===== config.mk =====
export PLATFORM = sky130hd
export DESIGN_NAME = sup_reset_ctrl
export DESIGN_NICKNAME = d
export VERILOG_FILES = /design/src/rtl/sup_pkg.sv /design/src/rtl/sup_hold_timer.sv /design/src/rtl/sup_watchdog.sv /design/src/rtl/sup_reset_ctrl.sv
export SDC_FILE = /design/constraint.sdc
export NUM_CORES = 1
export LEC_CHECK = 0
export BUFFER_PORTS_ARGS = -buffer_cell sky130_fd_sc_hd__buf_2
export CAP_MARGIN = 0
export CORE_MARGIN = 2
export CORE_UTILIZATION = 50
export DETAILED_ROUTE_END_ITERATION = 7
export HOLD_SLACK_MARGIN = 0.1
export PLACE_DENSITY = 0.67
export SYNTH_ARGS = -nofsm -noshare
export SYNTH_HDL_FRONTEND = slang
export SYNTH_SLANG_ARGS = --single-unit

===== constraint.sdc =====
create_clock -name clk -period 2.65 [get_ports clk]
set_clock_uncertainty 0.05 [all_clocks]
set_input_delay 0.3975 -clock clk [delete_from_list [all_inputs] [get_ports clk]]
set_output_delay 0.3975 -clock clk [all_outputs]
set_load 0.01 [all_outputs]

===== src/rtl/sup_pkg.sv =====
package sup_pkg;

  typedef enum logic [1:0] {
    WD_LONG  = 2'b00,
    WD_MID   = 2'b01,
    WD_SHORT = 2'b10,
    WD_OFF   = 2'b11
  } wd_sel_e;

  // Reset hold length in ticks: one quarter second.
  function automatic int unsigned hold_ticks(input int unsigned hz);
    return hz / 4;
  endfunction

  // Watchdog period in ticks for a select code; zero when disabled.
  function automatic int unsigned wd_period(input logic [1:0] sel, input int unsigned hz);
    case (sel)
      WD_LONG:  return (hz * 7) / 4;
      WD_MID:   return (hz * 3) / 4;
      WD_SHORT: return hz / 4;
      default:  return 0;
    endcase
  endfunction

  // Longest period, used to size the counters.
  function automatic int unsigned wd_max(input int unsigned hz);
    return (hz * 7) / 4;
  endfunction

endpackage


===== src/rtl/sup_hold_timer.sv =====
module sup_hold_timer #(
  parameter int unsigned HOLD = 8192,
  parameter int unsigned CW   = 16
) (
  input  logic clk,
  input  logic rst_n,
  input  logic tick_en,
  input  logic trigger,
  output logic hold_active
);
  localparam logic [CW-1:0] LAST = CW'(HOLD - 1);

  logic [CW-1:0] cnt;
  logic          hold_done;

  assign hold_done = hold_active & tick_en & ~trigger & (cnt == LAST);

  always_ff @(posedge clk or negedge rst_n) begin
    if (!rst_n) begin
      hold_active <= 1'b1;
      cnt         <= '0;
    end else if (trigger) begin
      hold_active <= 1'b1;
      cnt         <= '0;
    end else if (hold_done) begin
      hold_active <= 1'b0;
      cnt         <= '0;
    end else if (hold_active && tick_en) begin
      cnt <= cnt + 1'b1;
    end
  end

  // any trigger is in the hold state after the next edge
  p_trigger_holds_r3: assert property (@(posedge clk) disable iff (!rst_n)
    trigger |=> hold_active);

  // release happens only on a tick
  p_release_on_tick_r7: assert property (@(posedge clk) disable iff (!rst_n)
    $fell(hold_active) |-> $past(tick_en));

  // hold count never passes its last value
  p_hold_bound_r2: assert property (@(posedge clk) disable iff (!rst_n)
    cnt <= LAST);

endmodule


===== src/rtl/sup_watchdog.sv =====
module sup_watchdog #(
  parameter int unsigned TICK_HZ = 32768,
  parameter int unsigned CW      = 16
) (
  input  logic       clk,
  input  logic       rst_n,
  input  logic       tick_en,
  input  logic       kick,
  input  logic [1:0] sel,
  input  logic       in_reset,
  output logic       expire
);
  import sup_pkg::*;

  localparam logic [CW-1:0] CNT_MAX = CW'(wd_max(TICK_HZ));

  logic [1:0]    sel_q;
  logic [CW-1:0] cnt;
  logic [CW-1:0] limit;
  logic          sel_moved;
  logic          restart;

  always_comb limit = CW'(wd_period(sel, TICK_HZ) - 1);

  assign sel_moved = (sel != sel_q);
  assign restart   = kick | sel_moved | in_reset | (sel == WD_OFF);
  assign expire    = tick_en & ~restart & (cnt == limit);

  always_ff @(posedge clk or negedge rst_n) begin
    if (!rst_n) begin
      sel_q <= WD_LONG;
      cnt   <= '0;
    end else begin
      sel_q <= sel;
      if (restart || expire) cnt <= '0;
      else if (tick_en)      cnt <= cnt + 1'b1;
    end
  end

  // a kick leaves the count at zero
  p_kick_restarts_r8: assert property (@(posedge clk) disable iff (!rst_n)
    kick |=> (cnt == '0));

  // a changed select leaves the count at zero
  p_sel_change_r9: assert property (@(posedge clk) disable iff (!rst_n)
    (sel != $past(sel)) |=> (cnt == '0));

  // count is held cleared while reset is requested
  p_clear_in_reset_r10: assert property (@(posedge clk) disable iff (!rst_n)
    in_reset |=> (cnt == '0));

  // the off setting never expires
  p_off_silent_r6: assert property (@(posedge clk) disable iff (!rst_n)
    (sel == WD_OFF) |-> !expire);

  // count stays below the longest period
  p_count_bound_r4: assert property (@(posedge clk) disable iff (!rst_n)
    cnt < CNT_MAX);

endmodule


===== src/rtl/sup_reset_ctrl.sv =====
module sup_reset_ctrl #(
  parameter int unsigned TICK_HZ = 32768
) (
  input  logic       clk,
  input  logic       rst_n,
  input  logic       tick_en,
  input  logic       low_volt,
  input  logic       wd_kick,
  input  logic [1:0] wd_sel,
  output logic       rst_req_n
);
  import sup_pkg::*;

  localparam int unsigned HOLD = hold_ticks(TICK_HZ);
  localparam int unsigned CW   = $clog2(wd_max(TICK_HZ) + 1);

  logic wd_expire;
  logic hold_trigger;
  logic hold_active;

  assign hold_trigger = low_volt | wd_expire;

  sup_hold_timer #(.HOLD(HOLD), .CW(CW)) u_hold (
    .clk        (clk),
    .rst_n      (rst_n),
    .tick_en    (tick_en),
    .trigger    (hold_trigger),
    .hold_active(hold_active)
  );

  sup_watchdog #(.TICK_HZ(TICK_HZ), .CW(CW)) u_wd (
    .clk     (clk),
    .rst_n   (rst_n),
    .tick_en (tick_en),
    .kick    (wd_kick),
    .sel     (wd_sel),
    .in_reset(hold_active),
    .expire  (wd_expire)
  );

  assign rst_req_n = ~hold_active;

  // a low supply shows at the output one edge later
  p_low_volt_out_r3: assert property (@(posedge clk) disable iff (!rst_n)
    low_volt |=> !rst_req_n);

  // an expiry shows at the output one edge later
  p_expire_out_r5: assert property (@(posedge clk) disable iff (!rst_n)
    wd_expire |=> !rst_req_n);

endmodule


==> results.py <==
metrics = {
    "synth": {
        "synthDistinctLibCells": 32,
        "synth_cells": 188,
        "ys_warn_count": 0,
        "synth_common_cells": "dfrtp_1, nor2_1, nand2_1",
        "synth_edf_count": 0,
        "synth_seq_area_share_pct": 47.8,
        "ys_top_cells_by_area": "dfrtp_1, xor2_1, nor2_1",
        "synth_ff_type": "dfrtp_1",
        "synth_area_um2": 1840,
        "synth_nets": 199,
        "synth_top_area_share_pct": 46.3,
        "yosysTopAreaCell": "dfrtp_1",
        "post-synth-top-count-cell": "dfrtp_1",
        "async_reset_ff_share_pct": 100,
        "synth_seq_cells": 35,
        "syn_area_per_cell_um2": 9.77,
    },
    "outcome": {
        "status": "finished clean",
    },
    "sta": {
        "slew_violations": 0,
        "fin_crit_sh_pct": 83.1,
        "timing.setup.tns_ns": 0,
        "max_slew_margin_pct": 49.5,
        "fin_crit_ns": 2.20,
        "setup_viol_count_final": 0,
        "rsz0062_at_grt": "no",
        "hold_viol": 0,
        "worst_pin_slew_ns": 0.757,
        "clock.fmax_ghz": 0.454,
    },
    "route": {
        "viasPerCell": 5.54,
        "wl_per_cell_um": 13.8,
        "initialDrtViolationCount": 51,
        "ant_nets": 0,
        "first_pass_iters": 4,
        "drc": 0,
        "vias": 1364,
        "drt_wl_total_um": 3400,
    },
    "clock_tree": {
        "cts_root_buf": "clkbuf_8",
        "ctsResizeCount": 0,
        "post_cts_buffers": 0,
        "h-tree-depth": 2,
        "clkSlewWorstSetupHoldPaths_ns": 0.07,
        "cts_tree": "built",
        "clock_path_buffers": 2,
        "cts_buffers": 5,
        "cts_hold_buf": 0,
        "clock-sinks": 35,
        "clk_latency_ns": 0.29,
    },
    "layout": {
        "fillers": 327,
        "fin_nets": 208,
        "n_antenna_cell": 0,
        "area_growth_pct": 7.63,
        "drive_above_1_share_pct": 12.6,
        "seqCellArea_um2": 877,
        "design_area_um2": 1980,
        "multiInputGateArea_um2": 913,
    },
    "setup_path": {
        "critPathCaptureType": "flip-flop",
        "cp_top_family": "simple AND/OR/NAND/NOR gates",
        "path_cells": "ha_1 -> nand4_2 -> nor3_4 -> a311oi_4 -> or3_2 -> a21oi_1",
        "criticalPathCategory": "flip-flop to flip-flop",
        "arrival_ns": 2.36,
        "worst_path_max_delay_cell": "or3_2",
        "slowest_delay_ns": 0.50,
        "worstPathRequired_ns": 2.81,
        "cp.buffers_inverters": 0,
        "cp_max_fo": 18,
        "startpoint_type": "flip-flop",
    },
    "hold_path": {
        "min_path_type": "input port to asynchronous set/reset pin",
    },
    "global_routing": {
        "grt_pass1_vias": 1351,
        "grt_max_degree": 36,
        "grt_antenna_before_repair": 0,
        "overflow": 0,
        "grt_pass1_wl_um": 5910,
        "grtUsageTotal_pct": 18.5,
    },
    "floorplan": {
        "core_um2": 3610,
        "start_util_pct": 50.9,
        "die_w_um": 64.6,
        "die_h_um": 64.6,
        "io_pins": 8,
        "dieArea_um2": 4170,
        "rows": 22,
    },
    "place": {
        "hpwl_um": 2400,
        "io_buffers": 7,
        "gp_congestion": 0.737,
        "place_area_um2": 1900,
    },
    "power_and_ir_drop": {
        "peakVddDrop_v": 0.000316,
        "p_per_area_nw_per_um2": 488,
        "p_leak_nw": 0.821,
    },
    "flow_run": {
        "drv_cap": 0,
    },
}
==> power by group <==
group | internal, mW | switching, mW | leakage, nW
clock | 0.187 | 0.190 | 0.0395
combinational | 0.0142 | 0.0324 | 0.301
sequential | 0.538 | 0.00345 | 0.480
==> layer usage <==
metal	vias to the layer above	global-route usage, %	wire [um]
li1	668	-	-
met1	676	22.0	1530
met2	14	31.5	1690
met3	6	3.99	121
met4	0	9.84	62
met5	-	0	0
==> final timing paths <==
path	start	cells after the start	to	slack [ns]
worst max-delay path	u_wd.cnt[0]	6	u_hold.cnt[5]	0.45
min in group clk	wd_sel[1]	1	u_wd.sel_q[1]	0.22
worst min-delay path	rst_n	1	u_hold.cnt[14]	0.12
max in group asynchronous	rst_n	1	u_hold.cnt[6]	1.95
worst max register to register	u_wd.cnt[0]	6	u_hold.cnt[5]	0.45
worst min register to register	u_hold.hold_active	2	u_hold.hold_active	0.44
==> registers in the layout (all words and copies together), names as in the netlist <==
register            cells
u_wd.cnt               16
u_wd.sel_q              2
u_hold.cnt             16
u_hold.hold_active      1
==> cells in the final DEF, fill, tap and decap left out <==
master,synthesis,routed
nor2_1,27,27
mux2i_1,1,1
dfstp_2,1,1
and2_0,1,1
nand2_1,20,20
dfrtp_1,34,34
buf_2,1,7
nor3_1,3,3
or3_2,8,8
a21boi_0,2,2
clkbuf_8,0,5
and2_1,2,2
a21oi_1,9,9
nand4_2,1,1
nand2b_1,1,1
nor3_4,1,1
and4_1,3,3
or3_1,1,1
nor2b_1,1,1
or4_1,1,1
inv_1,3,3
clkbuf_1,2,3
nand4_1,8,8
o21ai_0,9,9
xor2_1,14,14
a31oi_1,1,1
xnor2_1,11,11
a311oi_4,1,1
ha_1,4,4
nand3_1,11,11
nor4_4,1,1
and3_1,3,3
==> worst reg2reg max path: stages (launching register included) <==
cell and delay (ns):
dfrtp_1 0.39, ha_1 0.20, nand4_2 0.19, nor3_4 0.36, a311oi_4 0.26, or3_2 0.50, a21oi_1 0.16
==> layout make-up <==
type,instances,share of cell area (%)
Multi-Input combinational cell,145,46.2
Sequential cell,35,44.4
Clock buffer,8,4.05
Tap cell,48,3.04
Timing Repair Buffer,7,1.77
Inverter,3,0.570
==> per-stage QoR <==
stage	power (mW)	instances	setup slack [ns]	utilization, %	hold WS (ns)
2_1_floorplan	0.580	188	0.494	-	0.0519
3_3_place_gp	0.597	238	0.250	52.6	0.425
3_5_place_dp	0.599	238	0.156	52.6	0.430
4_1_cts	0.973	246	0.427	54.8	0.152
5_1_grt	0.990	246	0.278	54.8	0.183
6_report	0.964	246	0.449	54.8	0.120
==> kinds of logic after synthesis <==
group	after synthesis	share of synthesized area, %
xor+xnor	25	11.9
flops	35	47.8
compound gates	22	7.49
simple gates	93	27.0
fa+ha+maj	4	2.72
mux	1	0.545
buf+inv	8	2.52
No activity file was read; power rests on OpenSTA's default activity.
